**config.mk**
```make
export PLATFORM = sky130hd
export DESIGN_NAME = cmaint_seq
export DESIGN_NICKNAME = d
export VERILOG_FILES = /design/src/rtl/cmaint_pkg.sv /design/src/rtl/cmaint_linecnt.sv /design/src/rtl/cmaint_addrgen.sv /design/src/rtl/cmaint_seq.sv
export SDC_FILE = /design/constraint.sdc
export NUM_CORES = 1
export LEC_CHECK = 0
export ABC_AREA = 1
export BUFFER_PORTS_ARGS = -buffer_cell sky130_fd_sc_hd__buf_2
export CAP_MARGIN = 20
export CORE_UTILIZATION = 52
export DETAILED_ROUTE_END_ITERATION = 7
export PLACE_DENSITY_LB_ADDON = 0.25
export SLEW_MARGIN = 20
export SYNTH_ARGS = -nofsm -noshare
export SYNTH_HDL_FRONTEND = slang
export SYNTH_HIERARCHICAL = 1
export SYNTH_SLANG_ARGS = --single-unit
```
**constraint.sdc**
```tcl
create_clock -name clk -period 3.9 [get_ports clk]
set_input_delay 0.195 -clock clk [delete_from_list [all_inputs] [get_ports clk]]
set_output_delay 0.195 -clock clk [all_outputs]
set_load 0.02 [all_outputs]
```
**src/rtl/cmaint_pkg.sv**
```systemverilog
// Shared types for the cache maintenance sequencer.
package cmaint_pkg;

    // Command mode encoding, as seen on cmd_mode.
    typedef enum logic [1:0] {
        MODE_REGION    = 2'd0,
        MODE_ALL_EVERY = 2'd1,
        MODE_ALL_ONE   = 2'd2,
        MODE_RESET     = 2'd3
    } cm_mode_e;

    // Sequencer control states.
    typedef enum logic [1:0] {
        ST_IDLE = 2'd0,
        ST_LINE = 2'd1,
        ST_SYNC = 2'd2
    } cm_state_e;

endpackage

```
**src/rtl/cmaint_linecnt.sv**
```systemverilog
// Line-count unit.
// Computes the number of lines a byte range touches. An unaligned start
// adds its offset before the round-up. Also provides the whole-cache
// group count for the selected way scope and the static geometry checks.
// Assumes LINE_BYTES is a power of two.
module cmaint_linecnt #(
    parameter int ADDR_W      = 32,
    parameter int LEN_W       = 16,
    parameter int LINE_BYTES  = 16,
    parameter int CACHE_BYTES = 1024,
    parameter int NUM_WAYS    = 4,
    localparam int LOG2L      = $clog2(LINE_BYTES),
    localparam int CNT_W      = LEN_W + 1
) (
    input  logic [ADDR_W-1:0] addr,
    input  logic [LEN_W-1:0]  len,
    input  logic              sel_every,
    output logic [CNT_W-1:0]  region_cnt,
    output logic [CNT_W-1:0]  walk_groups,
    output logic              cfg_err
);
    localparam int GRP_EVERY = LINE_BYTES * NUM_WAYS * 4;
    localparam int GRP_ONE   = LINE_BYTES * 4;
    localparam int N_EVERY   = CACHE_BYTES / GRP_EVERY;
    localparam int N_ONE     = CACHE_BYTES / GRP_ONE;
    localparam bit OK_EVERY  = ((CACHE_BYTES % GRP_EVERY) == 0) && (N_EVERY > 0);
    localparam bit OK_ONE    = ((CACHE_BYTES % GRP_ONE) == 0) && (N_ONE > 0);

    logic [CNT_W-1:0] span;

    // Region span plus round-up, then divide by the line size.
    always_comb begin
        span       = {1'b0, len} + CNT_W'(addr[LOG2L-1:0]) + CNT_W'(LINE_BYTES - 1);
        region_cnt = span >> LOG2L;
    end

    // Whole-cache group count; an illegal geometry yields zero groups.
    always_comb begin
        if (sel_every) walk_groups = OK_EVERY ? CNT_W'(N_EVERY) : '0;
        else           walk_groups = OK_ONE   ? CNT_W'(N_ONE)   : '0;
    end

    assign cfg_err = !(OK_EVERY && OK_ONE);

endmodule

```
**src/rtl/cmaint_addrgen.sv**
```systemverilog
// Address generator.
// In hit mode it steps a line-aligned address by one line per operation.
// In walk mode it issues four offsets per group from a group base and
// advances the base by four lines after the fourth. The counter holds
// lines (hit mode) or groups (walk mode) still to issue.
// Assumes load is never raised with a zero count while output is in use.
module cmaint_addrgen #(
    parameter int ADDR_W     = 32,
    parameter int CNT_W      = 17,
    parameter int LINE_BYTES = 16
) (
    input  logic              clk,
    input  logic              rst_n,
    input  logic              load,
    input  logic              load_walk,
    input  logic [ADDR_W-1:0] load_base,
    input  logic [CNT_W-1:0]  load_cnt,
    input  logic              step,
    output logic [ADDR_W-1:0] addr,
    output logic              last
);
    localparam int GROUP = 4;

    logic [ADDR_W-1:0] base_q;
    logic [1:0]        sub_q;
    logic [CNT_W-1:0]  left_q;
    logic              walk_q;
    logic [ADDR_W-1:0] offs [GROUP];

    // Offset table of the four lines of a group.
    for (genvar j = 0; j < GROUP; j++) begin : g_offs
        assign offs[j] = ADDR_W'(j * LINE_BYTES);
    end

    // Current address and last-operation flag.
    always_comb begin
        addr = walk_q ? base_q + offs[sub_q] : base_q;
        last = walk_q ? (left_q == CNT_W'(1) && sub_q == 2'd3)
                      : (left_q == CNT_W'(1));
    end

    // Load, then advance on every acknowledged operation.
    always_ff @(posedge clk) begin
        if (!rst_n) begin
            base_q <= '0;
            sub_q  <= '0;
            left_q <= '0;
            walk_q <= 1'b0;
        end else if (load) begin
            base_q <= load_base;
            sub_q  <= '0;
            left_q <= load_cnt;
            walk_q <= load_walk;
        end else if (step) begin
            if (walk_q) begin
                if (sub_q == 2'd3) begin
                    sub_q  <= '0;
                    base_q <= base_q + ADDR_W'(GROUP * LINE_BYTES);
                    left_q <= left_q - CNT_W'(1);
                end else begin
                    sub_q <= sub_q + 2'd1;
                end
            end else begin
                base_q <= base_q + ADDR_W'(LINE_BYTES);
                left_q <= left_q - CNT_W'(1);
            end
        end
    end

endmodule

```
**src/rtl/cmaint_seq.sv**
```systemverilog
// Cache region maintenance sequencer (top).
// Accepts one command while idle and issues its line operations over a
// request/acknowledge port. It then requests a sync, and pulses done
// once the sync is acknowledged. A reset command chains an unlock walk
// and an invalidate walk. Assumes lop_ack and sync_ack are only
// meaningful while the matching request is high.
module cmaint_seq #(
    parameter int ADDR_W      = 32,
    parameter int LEN_W       = 16,
    parameter int OP_W        = 4,
    parameter int LINE_BYTES  = 16,
    parameter int CACHE_BYTES = 1024,
    parameter int NUM_WAYS    = 4,
    parameter logic [OP_W-1:0] RST_UNLOCK_CODE = 4'hA,
    parameter logic [OP_W-1:0] RST_INVAL_CODE  = 4'h5
) (
    input  logic              clk,
    input  logic              rst_n,
    input  logic              cmd_valid,
    input  logic [1:0]        cmd_mode,
    input  logic [OP_W-1:0]   cmd_code,
    input  logic [ADDR_W-1:0] cmd_addr,
    input  logic [LEN_W-1:0]  cmd_len,
    output logic              busy,
    output logic              done,
    output logic              cfg_err,
    output logic              lop_req,
    input  logic              lop_ack,
    output logic [ADDR_W-1:0] lop_addr,
    output logic [OP_W-1:0]   lop_code,
    output logic              lop_indexed,
    output logic              sync_req,
    input  logic              sync_ack
);
    import cmaint_pkg::*;

    localparam int LOG2L = $clog2(LINE_BYTES);
    localparam int CNT_W = LEN_W + 1;

    cm_state_e         state_q;
    cm_mode_e          mode_in;
    logic [OP_W-1:0]   code_q;
    logic              walk_q, is_reset_q, phase2_q, done_q;
    logic              accept, step, op_last, sel_every, switch_walk;
    logic              ld, ld_walk;
    logic [ADDR_W-1:0] ld_base;
    logic [CNT_W-1:0]  ld_cnt, region_cnt, walk_groups;

    assign mode_in = cm_mode_e'(cmd_mode);

    cmaint_linecnt #(
        .ADDR_W(ADDR_W), .LEN_W(LEN_W), .LINE_BYTES(LINE_BYTES),
        .CACHE_BYTES(CACHE_BYTES), .NUM_WAYS(NUM_WAYS)
    ) u_linecnt (
        .addr(cmd_addr), .len(cmd_len), .sel_every(sel_every),
        .region_cnt(region_cnt), .walk_groups(walk_groups), .cfg_err(cfg_err)
    );

    cmaint_addrgen #(
        .ADDR_W(ADDR_W), .CNT_W(CNT_W), .LINE_BYTES(LINE_BYTES)
    ) u_addrgen (
        .clk(clk), .rst_n(rst_n), .load(ld), .load_walk(ld_walk),
        .load_base(ld_base), .load_cnt(ld_cnt), .step(step),
        .addr(lop_addr), .last(op_last)
    );

    // Handshake and port outputs.
    always_comb begin
        busy        = (state_q != ST_IDLE);
        lop_req     = (state_q == ST_LINE);
        sync_req    = (state_q == ST_SYNC);
        lop_code    = code_q;
        lop_indexed = walk_q;
        done        = done_q;
        accept      = cmd_valid && (state_q == ST_IDLE);
        step        = lop_req && lop_ack;
        switch_walk = step && op_last && is_reset_q && !phase2_q;
    end

    // Selection of what the address generator loads, and when.
    always_comb begin
        sel_every = (state_q == ST_IDLE) ? (mode_in == MODE_ALL_EVERY) : 1'b1;
        ld        = accept || switch_walk;
        if (state_q == ST_IDLE && mode_in == MODE_REGION) begin
            ld_walk = 1'b0;
            ld_base = {cmd_addr[ADDR_W-1:LOG2L], LOG2L'(0)};
            ld_cnt  = region_cnt;
        end else begin
            ld_walk = 1'b1;
            ld_base = '0;
            ld_cnt  = walk_groups;
        end
    end

    // Control state machine: idle, issue lines, sync, completion pulse.
    always_ff @(posedge clk) begin
        if (!rst_n) begin
            state_q    <= ST_IDLE;
            code_q     <= '0;
            walk_q     <= 1'b0;
            is_reset_q <= 1'b0;
            phase2_q   <= 1'b0;
            done_q     <= 1'b0;
        end else begin
            done_q <= 1'b0;
            case (state_q)
                ST_IDLE: if (accept) begin
                    code_q     <= (mode_in == MODE_RESET) ? RST_UNLOCK_CODE : cmd_code;
                    walk_q     <= (mode_in != MODE_REGION);
                    is_reset_q <= (mode_in == MODE_RESET);
                    phase2_q   <= 1'b0;
                    state_q    <= (ld_cnt == '0) ? ST_SYNC : ST_LINE;
                end
                ST_LINE: if (switch_walk) begin
                    phase2_q <= 1'b1;
                    code_q   <= RST_INVAL_CODE;
                    state_q  <= (ld_cnt == '0) ? ST_SYNC : ST_LINE;
                end else if (step && op_last) begin
                    state_q <= ST_SYNC;
                end
                ST_SYNC: if (sync_ack) begin
                    state_q <= ST_IDLE;
                    done_q  <= 1'b1;
                end
                default: state_q <= ST_IDLE;
            endcase
        end
    end

    AST_REQ_HOLD: assert property (@(posedge clk) disable iff (!rst_n)
        (lop_req && !lop_ack) |=> (lop_req && $stable(lop_addr) && $stable(lop_code)));
    AST_NO_OVERLAP: assert property (@(posedge clk) disable iff (!rst_n)
        !(lop_req && sync_req));
    AST_DONE_AFTER_SYNC: assert property (@(posedge clk) disable iff (!rst_n)
        done |-> $past(sync_req && sync_ack));
    AST_DONE_IDLE: assert property (@(posedge clk) disable iff (!rst_n)
        done |-> !busy);
    AST_ACCEPT: assert property (@(posedge clk) disable iff (!rst_n)
        (cmd_valid && !busy) |=> busy);
    AST_HIT_ALIGN: assert property (@(posedge clk) disable iff (!rst_n)
        (lop_req && !lop_indexed) |-> (lop_addr[LOG2L-1:0] == '0));
    AST_HIT_STEP: assert property (@(posedge clk) disable iff (!rst_n)
        (step && !lop_indexed && !op_last) |=>
        (lop_req && lop_addr == $past(lop_addr) + ADDR_W'(LINE_BYTES)));

endmodule

```
# Word level (Yosys, flattened, before mapping)
# Cells that the tools add are included.
dict set report totals {
  reg_bits 62
  word_cells 87
}
dict set report classes {
  addsub 7
  order_cmp 1
  n_eq_ne 11
  mux 33
  bitwise 2
  reduce_logical 23
}
# cell count
set ops {}
lappend ops {{two-way mux 32 bit} 8}
lappend ops {{two-way mux 17 bit} 5}
lappend ops {{binary-select mux 32 bit (select 2 bit)} 1}
lappend ops {{adder 32 bit} 1}
lappend ops {{adder 32 x 5 -> 32 bit (second input constant)} 1}
lappend ops {{adder 32 x 7 -> 32 bit (second input constant)} 1}
lappend ops {{adder 16 x 4 -> 17 bit} 1}
lappend ops {{adder 17 x 4 -> 17 bit (second input constant)} 1}
lappend ops {{equality test 17 x 1 -> 1 bit (second input constant)} 1}
lappend ops {{zero test 17 bit} 1}
lappend ops {{subtractor 17 x 1 -> 17 bit (second input constant)} 1}
lappend ops {{two-way mux 2 bit} 6}
lappend ops {{two-way mux 4 bit} 3}
lappend ops {{one-hot mux 4 bit (2 select lines)} 1}
lappend ops {{AND reduction 2 bit} 4}
lappend ops {{nonzero test 2 bit} 4}
lappend ops {{logical AND 1 bit} 7}
lappend ops {{equality test 2 bit (second input constant)} 3}
lappend ops {{two-way mux 1 bit} 6}
lappend ops {{one-hot mux 2 bit (3 select lines)} 1}
lappend ops {{AND reduction 3 bit} 2}
lappend ops {{two-way mux 5 bit} 1}
lappend ops {{equality test 2 x 1 -> 1 bit (second input constant)} 2}
lappend ops {{zero test 2 bit} 2}
lappend ops {{other kinds (12)} 13}

# Logic depth before layout (Yosys ltp)
# Gate-level depths: netlist of the first run.
dict set report depth {
  depth_word 9
  ltp_mapped 21
}

# Cells and area by module
# The synthesis of the first run kept the hierarchy.
# mod instances cells_each area_per_inst_um2 seq_area_each_um2
set modules_own_cells {}
lappend modules_own_cells {cmaint_addrgen 1 663 4093.9 1041.0}
lappend modules_own_cells {cmaint_seq 1 197 1044.8 200.2}
lappend modules_own_cells {cmaint_linecnt 1 137 729.4 0.0}

# Worst setup path after synthesis of the first run
# OpenSTA, ideal clock, no wires.
dict set report synth_path {
  kind {flip-flop to flip-flop}
  start {register u_addrgen.left_q[8]}
  end {register u_addrgen.left_q[6]}
  setup_ps 134
  arrival_ps 2290
  t_required_ps 3766
  slack_ps 1476
  stages_incl_launch_ff 18
  path_buffers 2
  period_less_slack_ps 2424
  cell_sequence {dfxtp_1 nor2_1 nand2_1 nor2_1 nor4b_1 nand2_1 nor3_2 nor2_1 clkinv_2 buf_2 inv_2 nand3b_1 nand2_1 buf_4 a21oi_1 o21ai_0 nand2_1 a21oi_1}
}
dict set report synth_between {
  elab_chain_cells 9
  elab_cells_between_ends 11
}
# element line
set synth_rtl {}
lappend synth_rtl {{start, declared} cmaint_addrgen.sv:26} ;# logic [CNT_W-1:0] left_q;
lappend synth_rtl {{start signal, assigned} cmaint_addrgen.sv:52} ;# left_q <= load_cnt;
lappend synth_rtl {{start signal, assigned} cmaint_addrgen.sv:59} ;# left_q <= left_q - CNT_W'(1);
lappend synth_rtl {{start signal, assigned} cmaint_addrgen.sv:65} ;# left_q <= left_q - CNT_W'(1);
lappend synth_rtl {{equality test 17 x 1 -> 1 bit (*)} {cmaint_addrgen.sv:38, cmaint_addrgen.sv:39}}
lappend synth_rtl {{logical AND 1 bit} cmaint_addrgen.sv:38} ;# last = walk_q ? (left_q == CNT_W'(1) && sub_q == 2'd3)
lappend synth_rtl {{two-way mux 1 bit (*)} cmaint_addrgen.sv:38}
lappend synth_rtl {{named net op_last} cmaint_seq.sv:44} ;# logic accept, step, op_last, sel_every, switch_walk;
lappend synth_rtl {{logical AND 1 bit (*) (3 in series)} cmaint_seq.sv:77} ;# switch_walk = step && op_last && is_reset_q && !phase2_q;
lappend synth_rtl {{logical OR 1 bit (*)} cmaint_seq.sv:83} ;# ld = accept || switch_walk;
lappend synth_rtl {{named net ld} cmaint_seq.sv:45} ;# logic ld, ld_walk;
lappend synth_rtl {{!= test 3 bit (no line) or nonzero test 2 bit (tied branches)} n/a}
lappend synth_rtl {{AND reduction 2 bit (no line)} n/a}
# The timed path passes the listed nets; every way through them passes the cells marked *.
# A chain may end at the register's enable or synchronous reset.

# Final worst setup path of the first run
# Ends and elaborated chain as after synthesis.

==> results of run 1 <==
metrics by stage:
stage | worst slack [ps] | hold slack, ps | instance area (um^2)
after global routing | 730.4 | 128.0 | 6540
after global placement | 1178 | 449.2 | 6237
final | 1071 | 106.1 | 6540
after floorplan | 1476 | 333.3 | 5951
after detailed placement | 1096 | 452.6 | 6237
after CTS | 1052 | 100.7 | 6540
worst max-delay path, stage by stage (launching register included):
cell	delay (ps)
dfxtp_1	330
nor2_1	320
nand2_1	120
nor2_1	180
nor4b_1	300
nand2_1	150
nor3_2	140
nor2_1	70
clkinv_2	50
inv_2	40
nand3b_1	70
nand2_1	80
buf_4	310
a21oi_1	270
o21ai_0	120
nand2_1	80
a21oi_1	60
kinds of logic (layout without fill, tap and decap cells):
kind of cell	after synthesis	in the layout	share of synthesized area (%)
XOR/XNOR	36	36	5.373
adder cells (fa/ha/maj)	14	14	3.113
AND/OR/NAND/NOR	536	536	40.70
buffers and inverters	202	258	16.03
AO/OA/AOI/OAI	145	145	13.50
other	2	24	0.1280
flip-flops	62	62	21.15
how the worst min path moves through the flow:
stage,to,slack (ps),depth (start not counted)
2_1_floorplan,u_addrgen/left_q[0],330,2
3_3_place_gp,done,450,3
3_5_place_dp,done,450,3
4_1_cts,done,100,3
5_1_grt,done,130,3
6_report,done,110,3
Yosys cell counts, types with 11 or more instances:
master / n
clkbuf_1: 12
buf_4: 28
inv_1: 132
a21oi_1: 61
nand3_1: 61
nor2_2: 15
buf_2: 17
ha_1: 13
nand2_2: 18
dfxtp_1: 62
nor2_1: 148
nor3_1: 11
o21ai_0: 49
xor2_1: 33
nand2_1: 242
routing by layer:
metal	part of all wire, %	GRT usage (%)
met1	47	36.45
met2	44	41.58
met3	7.6	3.978
met4	0.83	5.382
met5	0	0
cells in the final DEF (no fill, tap or decap), types with 4 or more instances in the layout:
cell and instances:
o21ai_0 49, nand3_2 4, nand3b_1 7, nor3_1 11, nor2_2 15, nor2_1 148, buf_4 5, ha_1 13
nand2_2 18, o21ai_1 10, nor2_4 10, inv_2 5, nand3_1 61, a31oi_1 4, clkbuf_16 9, buf_2 99
nand2_1 242, o211ai_1 6, nand4_1 10, dfxtp_1 62, a21oi_1 61, conb_1 24, xor2_1 33, inv_6 4
inv_1 132
power groups by stage:
stage          Combinational, mW  Clock (mW)  Sequential (mW)
2_1_floorplan              0.686           0            0.783
3_3_place_gp               0.838           0            0.800
3_5_place_dp               0.845           0            0.801
4_1_cts                    0.854       0.839            0.789
5_1_grt                    0.975       0.866            0.801
6_report                   0.861       0.833            0.792
layout make-up:
class,instances,area (um^2)
fillers,1117,4395
multi-input cells,755,3769
flip-flops and latches,62,1241
repair buffers,104,533.0
inverters,138,519.2
clock buffers,9,225.2
well taps,140,175.2
clock inverters,7,77.57
registers in the layout, indices dropped and copies added (netlist names):
name              flops
done                  1
is_reset_q            1
lop_code              4
lop_indexed           1
phase2_q              1
state_q               2
u_addrgen/base_q     32
u_addrgen/left_q     17
u_addrgen/sub_q       2
u_addrgen/walk_q      1
==> flow_summary_export.csv, run 1 <==
group,metric,value,unit
finish,layout-drive-gt1-share,17.12,%
power_and_ir_drop,leakage,3.286,nW
grt,grt_pass1_vias,5242,
worst_hold_path,min_from,"sync_ack",
die,fp.dieH,108.2,um
sta,rsz0062_at_grt,"no",
yosys,ys.flop_type,"dfxtp_1",
finish,stdcell_count,1215,
routing,drtIter0Drc,440,
clock_tree,clock_path_buffers,2,
critical_path,rr_worst_depth,16,
power_and_ir_drop,swShare,39.52,%
clock_tree,post_cts_resized,0,
finish,antenna_cells,0,
sta,maxSlewHeadroom,47.41,%
place,place_inst,1199,
yosys,yosysTopAreaCell,"dfxtp_1",
clock_tree,cts_root_buffer,"clkbuf_16",
yosys,synth_area,5868,um^2
yosys,syn_area_per_cell,5.886,um^2
critical_path,crit_type,"flop to flop",
grt,track_usage,25.89,%
clock_tree,clk_latency,330,ps
clock_tree,clk_pin_slew,60,ps
sta,maxSlewViolCount,0,
yosys,yosys_warnings,6,
routing,vias_per_cell,5.104,
yosys,yosysSeqAreaShare,21.15,%
die,pin_count,101,
clock_tree,h-tree-depth,3,
critical_path,r2r_end,"u_addrgen/left_q[6]",
routing,firstDrtPassIters,5,
yosys,synth_enable_flop_cells,0,
routing,drc_errors,0,
power_and_ir_drop,peakVddDrop,0.2828,mV
critical_path,r2r-start,"u_addrgen/left_q[8]",
yosys,synth_top_area_share,21.15,%
place,post-dp-hpwl,10810,um
yosys,synth_area_leaders,"dfxtp_1 21%, nand2_1 15%, nor2_1 9.5%",
place,gp_congestion,0.8910,
clock_tree,cts_tree,"yes",
grt,antenna_found_initial,0,
critical_path,required,4110,ps
place,portBuffers,99,
critical_path,cp-start-kind,"flop",
critical_path,end_kind,"flop",
power_and_ir_drop,pwr-share-seq,31.9,%
critical_path,path_max_fanout,55,
routing,route.detailed.wl_per_inst,12.28,um
grt,grt_start_max_net_pins,56,
die,start_util,53.66,%
yosys,synthCells,997,
yosys,ys_ff_latch,62,
grt,grt_pass1_wl,24380,um
critical_path,endpoint,"u_addrgen/left_q[6]",
grt,overflow,0,
sta,max_slew.worst_pin.slew,788.0,ps
finish,nets,1143,
sta,hold_viol_final,0,
critical_path,reg2reg_slack,1070,ps
job,drv_cap,0,
die,die_w,108.2,um
die,die_area,11710,um^2
yosys,async_flop_share,0,%
sta,finalSetupTns,0,ps
sta,skew,7.474,ps
power_and_ir_drop,combPwrFrac,34.6,%
sta,setup_violations,0,
sta,fmax,353.4,MHz
clock_tree,cts_hold_buf,0,
die,core-area,10940,um^2
routing,ant_nets,0,
sta,period_minus_slack,2829,ps
power_and_ir_drop,power_density,379.9,nW/um^2
clock_tree,cts_sinks,62,
worst_hold_path,hold_class,"input pin to flop",
routing,vias,6201,
finish,area_delta_synth_final,11.45,%
critical_path,worstSetupStartpoint,"u_addrgen/left_q[8]",
clock_tree,cts_made_buffers,9,
finish,final_util,59.81,%
die,rows,38,
power_and_ir_drop,total_power,2.485,mW
critical_path,cp.arrival,3040,ps
routing,finalWirelength,14920,um
power_and_ir_drop,p_sw,0.9820,mW
power_and_ir_drop,internal_power,1.503,mW
clock_tree,cts_setup_buffers,0,
outcome,outcome,"finished clean",
yosys,synth.distinct_cells,46,
sta,fin_crit_sh,72.55,%
power_and_ir_drop,p_clk_share,33.5,%
(Power assumes the default switching activity.)
==> run 2, diff against run 1 <==
Clock period 3.9 ns to 2.6 ns, I/O delays scaled along.
==> run 2 against run 1 <==
First-iteration DRC count is 20% higher. Clock power is 46% higher. Count of clock-buffer cells in the layout is 2 higher. Global-route usage is 0.90 points higher. Routed wire length is 3.7% higher. Non-clock buffer count is 18 higher. Via count is 1.3% higher. Sequential power is 49% higher. Sequential share of layout area is 0.56 points lower. Combinational power is 64% higher. Critical path depth is 5 lower. Flip-flop and latch count stayed put. Largest cell class unchanged. Largest power group unchanged.
==> flow_summary_export.csv, run 2 (synthesis results as in run 1) <==
group,metric,value,unit
worst_hold_path,hold_class,"input pin to flop",
finish,stdcell_area,6760,um^2
finish,register_area,1245,um^2
finish,nets,1161,
grt,antenna_found_initial,0,
clock_tree,cts_hold_buf,0,
critical_path,worst_path_max_delay_cell,"fa_1",
finish,fillerInstances,1101,
grt,track_usage,26.78,%
finish,area_delta_synth_final,15.20,%
power_and_ir_drop,leakage,3.388,nW
finish,largest_register_ffs,32,
critical_path,crit_type,"flop to output pin",
grt,overflow,0,
sta,fin_crit_sh,95.54,%
sta,rsz0062_at_grt,"yes",
finish,regMostFlops,"u_addrgen/base_q",
routing,vias,6284,
critical_path,path_cells,"ha_1 -> inv_1 -> fa_1 -> nor2_4 -> nand3_4 -> nor2_4 -> nand2_2 -> nor2_2 -> xor2_1 -> inv_1 -> buf_2",
clock_tree,clk_latency,330,ps
sta,skew,8.993,ps
outcome,outcome,"finished clean",
grt,grt_pass1_wl,25200,um
power_and_ir_drop,power_density,562.9,nW/um^2
sta,maxSlewViolCount,0,
job,drv_cap,0,
routing,drtIter0Drc,527,
die,die_area,11710,um^2
clock_tree,cts_sinks,62,
critical_path,crit_buf_inv,3,
critical_path,path_delay_family,"simple AND/OR/NAND/NOR gates",
routing,route.detailed.wl_per_inst,12.55,um
clock_tree,clock_path_buffers,2,
clock_tree,cts_made_buffers,9,
finish,layout-drive-gt1-share,19.21,%
sta,max_slew.worst_pin.slew,866.9,ps
clock_tree,cts_tree,"yes",
sta,fmax,402.6,MHz
finish,antenna_cells,0,
place,portBuffers,99,
clock_tree,cts_root_buffer,"clkbuf_16",
critical_path,end_kind,"output pin",
routing,ant_nets,0,
finish,layout_commonest_cell,"nand2_1",
place,post-dp-hpwl,11230,um
sta,period_minus_slack,2484,ps
finish,final_util,61.82,%
die,rows,38,
die,start_util,53.66,%
finish,final_cell_mix,"240 x nand2_1, 148 x nor2_1, 132 x inv_1",
critical_path,required,2470,ps
place,dpl-instance-area,6360,um^2
place,gp_congestion,0.9351,
clock_tree,h-tree-depth,3,
die,fp.dieH,108.2,um
die,pin_count,101,
power_and_ir_drop,peakVddDrop,0.4651,mV
critical_path,max_stage_delay,410,ps
routing,drc_errors,0,
critical_path,cp.arrival,2350,ps
routing,finalWirelength,15470,um
sta,hold_viol_final,0,
routing,firstDrtPassIters,5,
routing,vias_per_cell,5.097,
clock_tree,clk_pin_slew,60,ps
grt,grt_pass1_vias,5457,
sta,setup_violations,0,
die,die_w,108.2,um
die,core-area,10940,um^2
sta,maxSlewHeadroom,42.15,%
critical_path,cp-start-kind,"flop",
critical_path,path_max_fanout,5,
finish,multiInputGateArea,3802,um^2
grt,grt_start_max_net_pins,50,
run 2: cell count changes in the layout (fill, tap and decap cells not counted), moves of 3 or more:
cell | before | now
inv_6 | 4 | 0
dfxtp_2 | 0 | 3
dfxtp_1 | 62 | 59
buf_4 | 5 | 19
run 2: path summary, 6_finish.rpt:
check / startpoint / endpoint / slack [ps] / cells after the start
worst max-delay path: u_addrgen/base_q[4] / lop_addr[28] / 120 / 11
worst min-delay path: sync_ack / done / 40 / 3
worst min register to register: is_reset_q / is_reset_q / 470 / 2
worst max register to register: u_addrgen/sub_q[0] / u_addrgen/base_q[9] / 150 / 14
run 2: per-stage QoR:
step           hold WS [ps]  setup WS [ps]  cells  TNS [ps]  power, mW
6_report              44.94          115.9   1233         0      3.805
3_5_place_dp          388.6          66.42   1212         0      2.537
4_1_cts               41.62          46.42   1228         0      3.761
5_1_grt               59.04         -33.53   1233    -62.74      4.058
3_3_place_gp          383.3          180.6   1212         0      2.526
2_1_floorplan         268.3          176.5   1019         0      2.204
run 2: repair_timing:
item / 4_1_cts / 5_1_grt
setup endpoints to repair: 0 / 39
setup buffers: 0 / 4
endpoints found under the hold margin: 0 / 0
gates resized for setup: 0 / 13
run 2: area by class of cell:
type                       instances  area share (%)
clock buffer                      11           3.591
clock inverter                     5          0.8699
inverter                         138           7.718
multi-input combinational        755           56.25
sequential                        62           18.42
tap                              140           2.591
timing repair buffer             122           10.57
run 2: power breakdown:
part	internal [mW]	total (mW)	switching, mW
clock network	0.768	1.22	0.450
logic	0.513	1.41	0.898
registers	1.06	1.18	0.114
total	2.34	3.81	1.46
run 2: worst reg2reg max path, delay by kind of cell, from the launching register on:
family          cells  cell delay (ps)
simple gates        7             1000
buf+inv             3              290
fa+ha+maj           1              200
flops               1              360
compound gates      3              500
run 2: metal layers:
metal | vias to the layer above | share of wire [%] | global-route usage, %
li1 | 3267 | - | -
met1 | 2736 | 47 | 37.38
met4 | 0 | 1.9 | 9.002
met3 | 27 | 7.3 | 3.134
met5 | - | 0 | 0
met2 | 254 | 44 | 42.54
==> run 3, diff against run 2 <==
Settings changed: RECOVER_POWER set to 50.
==> run 3 against run 2 <==
Critical path depth did not move. Worst hold slack barely moved. Clock skew barely moved.
==> flow_summary_export.csv, run 3 (synthesis results as in run 1) <==
group,metric,value,unit
sta,fin_crit_sh,95.45,%
place,place_inst,1212,
sta,layout_setup_ws,118.4,ps
grt,grt_pass1_vias,5457,
place,pre_cts_ws,66.42,ps
clock_tree,cts_hold_buf,0,
clock_tree,cts_sinks,62,
finish,final_util,61.64,%
place,gp_congestion,0.9351,
finish,layout_commonest_cell,"nand2_1",
clock_tree,cts_tree,"yes",
worst_hold_path,hold_class,"input pin to flop",
die,fp.dieH,108.2,um
place,post-dp-hpwl,11230,um
power_and_ir_drop,peakVddDrop,0.4656,mV
sta,hold_viol_final,0,
power_and_ir_drop,power_density,563.7,nW/um^2
die,start_util,53.66,%
critical_path,required,2470,ps
routing,vias,6275,
routing,vias_per_cell,5.089,
grt,grt_pass1_wl,25200,um
sta,max_slew.worst_pin.slew,869.1,ps
grt,overflow,0,
finish,layout-drive-gt1-share,17.75,%
routing,drtIter0Drc,546,
worst_hold_path,holdPathStages,3,
finish,largest_register_ffs,32,
critical_path,end_kind,"output pin",
finish,stdcell_count,1233,
finish,stdcell_area,6740,um^2
routing,route.detailed.wl_per_inst,12.52,um
job,drv_cap,0,
clock_tree,clk_latency,330,ps
place,dpl-instance-area,6360,um^2
power_and_ir_drop,leakage,3.326,nW
critical_path,crit_type,"flop to output pin",
die,die_w,108.2,um
sta,rsz0062_at_grt,"yes",
die,die_area,11710,um^2
sta,skew,9.092,ps
power_and_ir_drop,total_power,3.799,mW
clock_tree,clock_path_buffers,2,
clock_tree,cts_made_buffers,9,
place,portBuffers,99,
routing,ant_nets,0,
finish,regMostFlops,"u_addrgen/base_q",
die,pin_count,101,
critical_path,rr_worst_depth,12,
critical_path,path_max_fanout,5,
grt,antenna_found_initial,0,
critical_path,cp.arrival,2350,ps
clock_tree,h-tree-depth,3,
outcome,outcome,"finished clean",
sta,period_minus_slack,2482,ps
routing,finalWirelength,15440,um
clock_tree,clk_pin_slew,60,ps
finish,area_delta_synth_final,14.86,%
sta,maxSlewHeadroom,42.00,%
critical_path,cp-start-kind,"flop",
sta,fmax,403.0,MHz
grt,track_usage,26.78,%
die,core-area,10940,um^2
routing,firstDrtPassIters,5,
finish,antenna_cells,0,
die,rows,38,
sta,setup_violations,0,
finish,final_cell_mix,"240 x nand2_1, 148 x nor2_1, 132 x inv_1",
clock_tree,cts_root_buffer,"clkbuf_16",
grt,grt_start_max_net_pins,50,
routing,drc_errors,0,
finish,nets,1161,
sta,maxSlewViolCount,0,
[run 3: where the power goes]
| group | internal [mW] | total [mW] | switching, mW |
|---|---|---|---|
| Clock | 0.768 | 1.22 | 0.451 |
| Sequential | 1.06 | 1.18 | 0.115 |
| Combinational | 0.505 | 1.40 | 0.898 |
[run 3: critical path, cell delays in order (launching register included)]
cell     delay, ps
dfxtp_1        360
ha_1           190
inv_1           60
fa_1           410
nor2_4         180
nand3_4        120
nor2_4         190
nand2_2         90
nor2_2          90
xor2_1         150
inv_1           50
buf_2          150
[run 3: cell type report]
class                   instances  area (um^2)
multi-input cells             755         3802
clock buffers                  11        242.7
fillers                      1107         4195
well taps                     140        175.2
repair buffers                122        694.4
flip-flops and latches         62         1245
inverters                     138        521.8
clock inverters                 5        58.81
[run 3: final timing paths]
path / startpoint / to / slack, ps
worst max-delay path: u_addrgen/base_q[4] / lop_addr[28] / 120
worst min-delay path: sync_ack / done / 40
worst max register to register: u_addrgen/sub_q[0] / u_addrgen/base_q[5] / 150
worst min register to register: is_reset_q / is_reset_q / 470
[run 3: timing repair]
item,4_1_cts,5_1_grt
resized for setup,0,13
setup buffers,0,4
setup endpoints to repair,0,39
[run 3: layer usage]
metal	global-route usage, %	share of wire, %
met4	9.002	2.0
met2	42.54	44
met5	0	0
met3	3.134	7.4
met1	37.38	47
[run 3: stage by stage]
stage	hold WS, ps	setup TNS, ps
finish	44.62	0
global placement	383.3	0
detailed placement	388.6	0
CTS	41.62	0
floorplan	268.3	0
global route	59.04	-62.74
